## config.mk

```make
export PLATFORM = sky130hd
export DESIGN_NAME = lo_phase_divider_bank
export DESIGN_NICKNAME = d
export VERILOG_FILES = /design/src/rtl/lo_div_pkg.sv /design/src/rtl/lo_cfg_chain.sv /design/src/rtl/lo_chan_div.sv /design/src/rtl/lo_phase_divider_bank.sv
export SDC_FILE = /design/constraint.sdc
export NUM_CORES = 1
export LEC_CHECK = 0
export BUFFER_PORTS_ARGS = -buffer_cell sky130_fd_sc_hd__buf_4
export CAP_MARGIN = 20
export CORE_MARGIN = 2
export CORE_UTILIZATION = 55
export DETAILED_ROUTE_END_ITERATION = 6
export PLACE_DENSITY = 0.75
export SLEW_MARGIN = 20
export SYNTH_ARGS = -nofsm -noshare
export SYNTH_HDL_FRONTEND = slang
export SYNTH_SLANG_ARGS = --single-unit
```

## constraint.sdc

```tcl
create_clock -name clk -period 2.91 [get_ports clk]
set_input_delay 0.4365 -clock clk [delete_from_list [all_inputs] [get_ports clk]]
set_output_delay 0.4365 -clock clk [all_outputs]
set_load 0.01 [all_outputs]
```

## src/rtl/lo_div_pkg.sv

```systemverilog
package lo_div_pkg;

    typedef enum logic [1:0] {
        MODE_DIV16  = 2'b00,
        MODE_DIV8   = 2'b01,
        MODE_DIV4   = 2'b10,
        MODE_BYPASS = 2'b11
    } lo_mode_e;

    // log2 of the counter modulus for a mode; bypass keeps the full range
    function automatic int unsigned lo_log2n(lo_mode_e m, int unsigned ph_bits);
        if (m == MODE_BYPASS) return ph_bits;
        return ph_bits - int'(m);
    endfunction

endpackage

```

## src/rtl/lo_cfg_chain.sv

```systemverilog
module lo_cfg_chain #(
    parameter int NUM_CH  = 8,
    parameter int PH_BITS = 4
) (
    input  logic                              clk,
    input  logic                              rst_n,
    input  logic                              cfg_sdi,
    input  logic                              cfg_shift,
    input  logic                              cfg_load,
    output logic [NUM_CH*(PH_BITS+1)-1:0]     pend_cfg
);
    localparam int CFG_W   = PH_BITS + 1;
    localparam int CHAIN_W = NUM_CH * CFG_W;

    function automatic logic [CHAIN_W-1:0] pend_reset_value();
        logic [CHAIN_W-1:0] v;
        v = '0;
        for (int c = 0; c < NUM_CH; c++) v[c*CFG_W] = 1'b1;
        return v;
    endfunction

    localparam logic [CHAIN_W-1:0] PEND_RST = pend_reset_value();

    typedef struct packed {
        logic [CHAIN_W-1:0] chain;
        logic [CHAIN_W-1:0] pend;
    } chain_st_t;

    chain_st_t st_d, st_q;

    always_comb begin
        st_d = st_q;
        if (cfg_shift) st_d.chain = {st_q.chain[CHAIN_W-2:0], cfg_sdi};
        if (cfg_load)  st_d.pend  = st_q.chain;
    end

    always_ff @(posedge clk or negedge rst_n) begin
        if (!rst_n) begin
            st_q.chain <= '0;
            st_q.pend  <= PEND_RST;
        end else begin
            st_q <= st_d;
        end
    end

    assign pend_cfg = st_q.pend;

    AST_SHIFT_ENTRY: assert property (@(posedge clk) disable iff (!rst_n)
        cfg_shift |=> (st_q.chain[0] == $past(cfg_sdi)));
    AST_CHAIN_HOLD: assert property (@(posedge clk) disable iff (!rst_n)
        !cfg_shift |=> $stable(st_q.chain));
    AST_PEND_HOLD: assert property (@(posedge clk) disable iff (!rst_n)
        !cfg_load |=> $stable(st_q.pend));

endmodule

```

## src/rtl/lo_chan_div.sv

```systemverilog
module lo_chan_div
    import lo_div_pkg::*;
#(
    parameter int PH_BITS = 4
) (
    input  logic               clk,
    input  logic               rst_n,
    input  logic [1:0]         mode_sel,
    input  logic               tick,
    input  logic               ext_i,
    input  logic               ext_q,
    input  logic [PH_BITS:0]   pend_cfg,
    output logic               lo_i,
    output logic               lo_q
);
    localparam int CFG_W = PH_BITS + 1;

    typedef struct packed {
        logic [PH_BITS-1:0] cnt;
        logic [CFG_W-1:0]   act;
        logic               i;
        logic               q;
    } chan_st_t;

    chan_st_t           st_d, st_q;
    lo_mode_e           mode;
    int unsigned        log2n;
    logic [PH_BITS-1:0] mask, half_n, quarter_n, phase, rel_i, rel_q;
    logic               adv, wrap, sd;

    assign mode = lo_mode_e'(mode_sel);

    always_comb begin
        st_d      = st_q;
        log2n     = lo_log2n(mode, PH_BITS);
        mask      = PH_BITS'((32'd1 << log2n) - 32'd1);
        half_n    = PH_BITS'(32'd1 << (log2n - 1));
        quarter_n = PH_BITS'(32'd1 << (log2n - 2));
        phase     = st_q.act[CFG_W-1:1] & mask;
        sd        = st_q.act[0];
        rel_i     = (st_q.cnt - phase) & mask;
        rel_q     = (st_q.cnt - phase - quarter_n) & mask;
        adv       = (mode == MODE_DIV4) ? tick : 1'b1;
        wrap      = adv && (st_q.cnt == mask);

        if (wrap)     st_d.cnt = '0;
        else if (adv) st_d.cnt = st_q.cnt + 1'b1;

        if (wrap) st_d.act = pend_cfg;

        if (mode == MODE_BYPASS) begin
            st_d.i = ext_i;
            st_d.q = ext_q;
        end else begin
            st_d.i = !sd && (rel_i < half_n);
            st_d.q = !sd && (rel_q < half_n);
        end
    end

    always_ff @(posedge clk or negedge rst_n) begin
        if (!rst_n) begin
            st_q.cnt <= '0;
            st_q.act <= CFG_W'(1);
            st_q.i   <= 1'b0;
            st_q.q   <= 1'b0;
        end else begin
            st_q <= st_d;
        end
    end

    assign lo_i = st_q.i;
    assign lo_q = st_q.q;

    AST_CNT_IN_RANGE: assert property (@(posedge clk) disable iff (!rst_n)
        ((st_q.cnt & ~mask) == '0));
    AST_CFG_AT_WRAP: assert property (@(posedge clk) disable iff (!rst_n)
        !wrap |=> $stable(st_q.act));
    AST_TICK_GATE: assert property (@(posedge clk) disable iff (!rst_n)
        (mode == MODE_DIV4 && !tick) |=> $stable(st_q.cnt));
    AST_SD_QUIET: assert property (@(posedge clk) disable iff (!rst_n)
        (mode != MODE_BYPASS && st_q.act[0]) |=> (!lo_i && !lo_q));
    AST_BYPASS_FOLLOW: assert property (@(posedge clk) disable iff (!rst_n)
        (mode == MODE_BYPASS) |=> (lo_i == $past(ext_i) && lo_q == $past(ext_q)));

endmodule

```

## src/rtl/lo_phase_divider_bank.sv

```systemverilog
module lo_phase_divider_bank #(
    parameter int NUM_CH  = 8,
    parameter int PH_BITS = 4
) (
    input  logic              clk,
    input  logic              rst_n,
    input  logic [1:0]        mode_sel,
    input  logic              cfg_sdi,
    input  logic              cfg_shift,
    input  logic              cfg_load,
    input  logic [NUM_CH-1:0] ch_tick,
    input  logic [NUM_CH-1:0] ext_i,
    input  logic [NUM_CH-1:0] ext_q,
    output logic [NUM_CH-1:0] lo_i,
    output logic [NUM_CH-1:0] lo_q
);
    localparam int CFG_W   = PH_BITS + 1;
    localparam int CHAIN_W = NUM_CH * CFG_W;

    logic [CHAIN_W-1:0] pend_cfg;

    lo_cfg_chain #(.NUM_CH(NUM_CH), .PH_BITS(PH_BITS)) u_chain (
        .clk       (clk),
        .rst_n     (rst_n),
        .cfg_sdi   (cfg_sdi),
        .cfg_shift (cfg_shift),
        .cfg_load  (cfg_load),
        .pend_cfg  (pend_cfg)
    );

    for (genvar c = 0; c < NUM_CH; c++) begin : g_chan
        lo_chan_div #(.PH_BITS(PH_BITS)) u_div (
            .clk      (clk),
            .rst_n    (rst_n),
            .mode_sel (mode_sel),
            .tick     (ch_tick[c]),
            .ext_i    (ext_i[c]),
            .ext_q    (ext_q[c]),
            .pend_cfg (pend_cfg[c*CFG_W +: CFG_W]),
            .lo_i     (lo_i[c]),
            .lo_q     (lo_q[c])
        );
    end

endmodule

```

==> results.json, run 1 <==
{
  "dpl.hpwl_um": 15150,
  "grt_antenna_before_repair": 0,
  "cts_hold_buf": 0,
  "critPathLaunchType": "register",
  "synth.avg_cell_area_um2": 11.13,
  "ant_nets": 0,
  "min_period_ps": 3055,
  "required_ps": 3280,
  "synth-edff-count": 0,
  "grt_pass1_vias": 7513,
  "die-area_mm2": 0.01996,
  "syn_inst": 931,
  "path_class": "register to register",
  "power_mw": 14.32,
  "crit_path_max_fanout": 3,
  "post-place-ws_ps": -509.0,
  "synth.most_common_cell": "dfrtp_1",
  "fillers": 1354,
  "viasPerCell": 5.636,
  "ys_ff_latch": 168,
  "diodes": 0,
  "drt_iter0_drc": 324,
  "syn2layout_area_growth_pct": 22.46,
  "syn_nets": 1090,
  "p_per_area_mw_per_mm2": 1128,
  "drc": 0,
  "utilization": 0.6832,
  "synth_commonest_cells": "dfrtp_1, mux2_2, ha_1, inv_1, a21oi_1",
  "grt_max_degree": 69,
  "cts.path.max_buffers": 2,
  "synth_flop_cell": "dfrtp_1",
  "cts_buffers": 17,
  "drive_gt1_frac": 0.4131,
  "rows": 50,
  "max_freq_ghz": 0.3274,
  "finalHoldViolations": 0,
  "grt_overflow": 0,
  "synthDominantCellAreaShare": 0.3670,
  "h-tree-depth": 4,
  "die_y_um": 141.3,
  "fin_hold_ws_ps": 14.09,
  "final-setup-viol-count": 8,
  "ios": 47,
  "synth.top_cells.by_area": "dfrtp_1, ha_1, mux2_2",
  "fin_skew_ps": 9.198,
  "final_cells": 1287,
  "clk_pin_slew_ps": 70,
  "ys_types": 41,
  "setup_ws_ps": -144.7,
  "ir_drop_mv": 0.5335,
  "gp_routability_congestion": 0.8347,
  "violations": "setup timing",
  "yosys.area.top_type": "dfrtp_1",
  "cts-root-buf": "clkbuf_16",
  "routedWlPerCell_um": 17.14,
  "rsz0062_at_grt": "yes",
  "critPathSlowestCell": "dfrtp_1",
  "core_mm2": 0.01858,
  "die_w_um": 141.3,
  "end_kind": "register",
  "maxSlewHeadroom": 0.5746,
  "dpl.cell_count": 1240,
  "portBuffers": 46,
  "dr_total_vias": 7254,
  "r2r_start": "g_chan[1].u_div.st_q[7]",
  "syn_area_mm2": 0.01036,
  "synth-async-reset-ratio": 1.000,
  "holdCritPathClass": "input port to asynchronous set/reset pin",
  "max_stage_delay_ps": 390,
  "clock_latency_ps": 430,
  "p_leak_nw": 5.912,
  "maxSlewViolCount": 0,
  "cts.sink_count": 168,
  "wirelength_um": 22060,
  "rr_worst_depth": 14,
  "cts_tree": "built",
  "ys_seq_area_frac": 0.4075,
  "track_usage": 0.2315,
  "maxCapViolCount": 0,
  "grt_first_pass_wirelength_um": 36970,
  "first_pass_iters": 4,
  "rr_endpoint": "g_chan[1].u_div.lo_q",
  "worst_slew_pin_slew_ps": 638.1,
  "path_cells": "inv_2 -> ha_4 -> inv_2 -> fa_2 -> xor2_2 -> ha_1 -> and3b_2 -> or3_4 -> a211oi_2 -> nor3b_2 -> ha_1 -> nor4_2 -> a21oi_1 -> nand2_1",
  "start_util": 0.5578,
  "fin_crit_sh": 1.050,
  "fin_nets": 1199,
  "r2r_setup_slack_ps": -140,
  "arrival_ps": 3420,
  "yosysWarningCount": 0,
  "status": "finished with violations"
}
[registers in the layout, summed over array words and instances, names as in the netlist]
signal / cells
u_chain.st_q: 40
u_chain.pend_cfg: 40
g_chan.u_div.st_q: 64
g_chan.u_div.sd: 8
g_chan.u_div.lo_q: 8
g_chan.u_div.lo_i: 8
[layout make-up]
| type | instances | area [um^2] | area share |
|---|---|---|---|
| clock buffer | 20 | 446.7 | 0.03519 |
| clock inverter | 12 | 115.1 | 0.009068 |
| inverter | 69 | 275.3 | 0.02169 |
| multi-input combinational | 633 | 6140 | 0.4837 |
| sequential | 168 | 4224 | 0.3328 |
| tap | 234 | 292.8 | 0.02307 |
| timing repair buffer | 151 | 1200 | 0.09453 |
[timing repair]
item / CTS / global route
endpoints found under the setup margin: 8 / 8
resized for setup: 37 / 41
buffers inserted: 6 / 9
pin swaps: 33 / 48
[per-stage QoR]
step	area, um^2	TNS (ps)
2_1_floorplan	10650	-3982
3_3_place_gp	11670	-2905
3_5_place_dp	11670	-3468
4_1_cts	12410	-754.2
5_1_grt	12690	-1723
6_report	12690	-581.2
[kinds of logic after synthesis]
logic type      Yosys count  synth area share
compound gates          133           0.07448
buf+inv                 130           0.05782
mux                     120            0.1304
fa+ha+maj               128            0.1661
simple gates            199            0.1102
flops                   168            0.4075
xor+xnor                 53           0.05348
[power breakdown]
group | total [mW] | internal [mW] | switching, mW
clock network | 2.20 | 1.21 | 0.990
registers | 3.92 | 3.24 | 0.676
logic | 8.20 | 4.37 | 3.83
total | 14.3 | 8.82 | 5.50
[layout by cell type (no fill, tap or decap), drive strengths merged, types with 8 or more instances in the layout]
master  synthesis  routed
and3b           8       8
dfrtp         152     152
or3             8       8
fa             16      16
xnor2          16      16
a211oi          8       8
o211ai         10      10
a21oi          53      53
inv            69      72
nor3            8       8
dfstp          16      16
and2           11      11
buf            36     151
mux2          120     120
nor2           20      20
nand2          43      43
nand3          30      30
clkbuf         25      20
nand3b          8       8
nor4           32      32
nor3b           8       8
xor2           37      37
a21o            8       8
o21ai          41      41
ha            112     112
and3            8       8
nand2b          8       8
[worst max-delay path, delay by kind of cell (launching register included)]
family                   cells  cell delay, ps
adder cells (fa/ha/maj)      4            1120
AND/OR/NAND/NOR              5             930
flip-flops                   1             390
AO/OA/AOI/OAI                2             280
XOR/XNOR                     1             160
buffers and inverters        2             120
[how the worst max path moves through the flow]
stage | start | end | slack (ps) | cells past startpoint
after global placement | mode_sel[0] | g_chan[7].u_div.lo_q | -390 | 17
after CTS | g_chan[1].u_div.st_q[7] | g_chan[1].u_div.lo_q | -130 | 14
after global routing | g_chan[1].u_div.st_q[7] | g_chan[1].u_div.lo_q | -350 | 14
after floorplan | mode_sel[0] | g_chan[6].u_div.lo_q | -500 | 18
final | g_chan[1].u_div.st_q[7] | g_chan[1].u_div.lo_q | -140 | 14
after detailed placement | mode_sel[0] | g_chan[1].u_div.lo_q | -510 | 17
[layer usage]
metal,up-vias,global-route usage,part of all wire
li1,3492,-,-
met1,3605,0.3065,0.44
met2,120,0.3968,0.50
met3,37,0.02835,0.032
met4,0,0.07895,0.020
met5,-,0,0
(Power assumes the default switching activity.)
==> run 2, diff against run 1 <==
- REMOVE_ABC_BUFFERS: default -> 1
- SYNTH_HIERARCHICAL: default -> 1
==> results.json, run 2 <==
{
  "grt_pass1_vias": 7793,
  "synth_commonest_cells": "dfrtp_1, ha_1, mux2_2, inv_1",
  "syn_area_mm2": 0.01114,
  "path_class": "register to register",
  "min_to": "g_chan[6].u_div/lo_q",
  "die-area_mm2": 0.02141,
  "p_per_area_mw_per_mm2": 1065,
  "synthDominantCellAreaShare": 0.3414,
  "whs_path_depth": 3,
  "max_stage_delay_ps": 380,
  "core_mm2": 0.02004,
  "ant_nets": 0,
  "clock_latency_ps": 420,
  "cp.depth": 14,
  "final-setup-viol-count": 8,
  "critPathSlowestCell": "dfrtp_1",
  "cts_buffers": 17,
  "rows": 52,
  "status": "finished with violations",
  "grt_antenna_before_repair": 0,
  "path_cells": "inv_1 -> ha_2 -> inv_2 -> fa_2 -> xor2_1 -> ha_1 -> and3b_1 -> or3_4 -> a211oi_2 -> nor3b_2 -> ha_1 -> nor4_2 -> a21oi_1 -> nand2_1",
  "utilization": 0.6601,
  "crit_family": "adder cells",
  "ys_types": 31,
  "grt_overflow": 0,
  "synth.most_common_cell": "dfrtp_1",
  "worst_slew_pin_slew_ps": 539.9,
  "r2r_setup_slack_ps": -150,
  "final_cells": 1453,
  "violations": "setup timing",
  "maxSlewHeadroom": 0.6401,
  "arrival_ps": 3420,
  "crit_path_max_fanout": 3,
  "synth-async-reset-ratio": 1.000,
  "power_mw": 14.09,
  "synth.top_cells.by_area": "dfrtp_1, ha_1, mux2_2",
  "setup_ws_ps": -147.1,
  "cts.sink_count": 168,
  "die_w_um": 146.3,
  "clk_pin_slew_ps": 70,
  "ir_drop_mv": 0.5154,
  "die_y_um": 146.3,
  "portBuffers": 46,
  "grt_max_degree": 73,
  "fin_crit_sh": 1.051,
  "p_seq_frac": 0.273,
  "cts-root-buf": "clkbuf_16",
  "first_pass_iters": 4,
  "p_leak_nw": 6.415,
  "fin_skew_ps": 7.354,
  "diodes": 0,
  "grt_first_pass_wirelength_um": 36210,
  "yosysWarningCount": 6,
  "layout_common_cells": "buf_4, dfrtp_1, ha_1",
  "critPathLaunchType": "register",
  "rr_worst_depth": 14,
  "clock_power_share": 0.157,
  "start_util": 0.5559,
  "critPathBufInv": 2,
  "maxCapViolCount": 0,
  "ys_seq_area_frac": 0.3792,
  "holdCritPathClass": "input port to register",
  "largest_reg_flops": 64,
  "end_kind": "register",
  "maxSlewViolCount": 0,
  "p_sw_frac": 0.3831,
  "final_common_cell": "buf_4",
  "dr_total_vias": 7663,
  "drive_gt1_frac": 0.3677,
  "synth_flop_cell": "dfrtp_1",
  "rr_endpoint": "g_chan[7].u_div/lo_q",
  "post-place-ws_ps": -664.8,
  "r2r_start": "g_chan[7].u_div/st_q[7]",
  "routedWlPerCell_um": 14.66,
  "dpl.hpwl_um": 15460,
  "cts.path.max_buffers": 2,
  "syn2layout_area_growth_pct": 18.73,
  "drc": 0,
  "min_from": "ext_q[6]",
  "min_period_ps": 3057,
  "fin_nets": 1361,
  "switchingPower_mw": 5.400,
  "track_usage": 0.2051,
  "ys_ff_latch": 168,
  "pwr-share-comb": 0.570,
  "cts_tree": "built",
  "max_freq_ghz": 0.3271,
  "cpMostUsedCell": "ha_1",
  "h-tree-depth": 4,
  "gp_routability_congestion": 0.8356,
  "rsz0062_at_grt": "yes",
  "drt_iter0_drc": 272,
  "ios": 47,
  "regMostFlops": "g_chan.u_div/st_q",
  "required_ps": 3270,
  "wirelength_um": 21310,
  "yosys.area.top_type": "dfrtp_1",
  "finalHoldViolations": 0,
  "syn_inst": 1024,
  "dpl.cell_count": 1409,
  "viasPerCell": 5.274,
  "p_int_mw": 8.694,
  "synth.avg_cell_area_um2": 10.88,
  "synth-edff-count": 0
}
run 2: what timing repair did:
item,CTS,global route
buffers inserted,8,3
hold endpoints to repair,51,0
endpoints found under the setup margin,8,8
hold buffers,1,0
gates resized for setup,23,25
pin swaps,44,15
run 2: cells by family (layout without fill, tap and decap cells):
kind of cell             count (synthesis)  after routing  synth area share
adder cells (fa/ha/maj)                160            160            0.1905
XOR/XNOR                                56             56           0.04403
flip-flops                             168            168            0.3792
multiplexers                           120            120            0.1213
buffers and inverters                  168            327           0.07547
AO/OA/AOI/OAI                          144            144           0.07817
AND/OR/NAND/NOR                        208            208            0.1114
run 2: worst max path at each step:
stage                           end                     from  slack [ps]
6_report       g_chan[7].u_div/lo_q  g_chan[7].u_div/st_q[7]        -150
4_1_cts        g_chan[1].u_div/lo_q  g_chan[1].u_div/st_q[7]        -150
3_5_place_dp   g_chan[1].u_div/lo_q              mode_sel[0]        -660
2_1_floorplan  g_chan[6].u_div/lo_q              mode_sel[0]        -300
3_3_place_gp   g_chan[4].u_div/lo_q              mode_sel[0]        -570
5_1_grt        g_chan[4].u_div/lo_q  g_chan[4].u_div/st_q[7]        -300
run 2: final cells by class:
type | count | area, um^2
clock inverters | 14 | 135.1
inverters | 104 | 390.4
fillers | 1524 | 6812
well taps | 270 | 337.8
flip-flops and latches | 168 | 4224
clock buffers | 18 | 439.2
multi-input cells | 688 | 6241
repair buffers | 191 | 1460
run 2: power by group through the flow:
| stage | clock [mW] | sequential (mW) | combinational (mW) |
|---|---|---|---|
| after global routing | 2.36 | 3.96 | 9.06 |
| after global placement | 0 | 3.81 | 7.12 |
| after floorplan | 0 | 3.86 | 5.06 |
| after detailed placement | 0 | 3.84 | 7.48 |
| after CTS | 2.26 | 3.84 | 7.72 |
| final | 2.22 | 3.85 | 8.03 |
run 2: layer usage:
| metal | up-vias | track usage | wire length (um) |
|---|---|---|---|
| li1 | 3823 | - | - |
| met3 | 26 | 0.03531 | 453 |
| met5 | - | 0 | 0 |
| met4 | 0 | 0.05097 | 291 |
| met2 | 82 | 0.3467 | 10500 |
| met1 | 3732 | 0.2768 | 10060 |
run 2: tightest hold or removal path: stages:
cell	delay, ps
buf_4	80
a21oi_1	50
nand2_1	60
run 2: through the flow:
stage                     setup TNS [ps]  hold WS (ps)  cell area [um^2]
final                             -775.5         220.7             13230
after detailed placement           -5147         427.3             12390
after floorplan                    -2363         140.9             10690
after global placement             -4459         425.1             12390
after CTS                         -776.3         206.9             13080
after global routing               -2037         207.7             13230
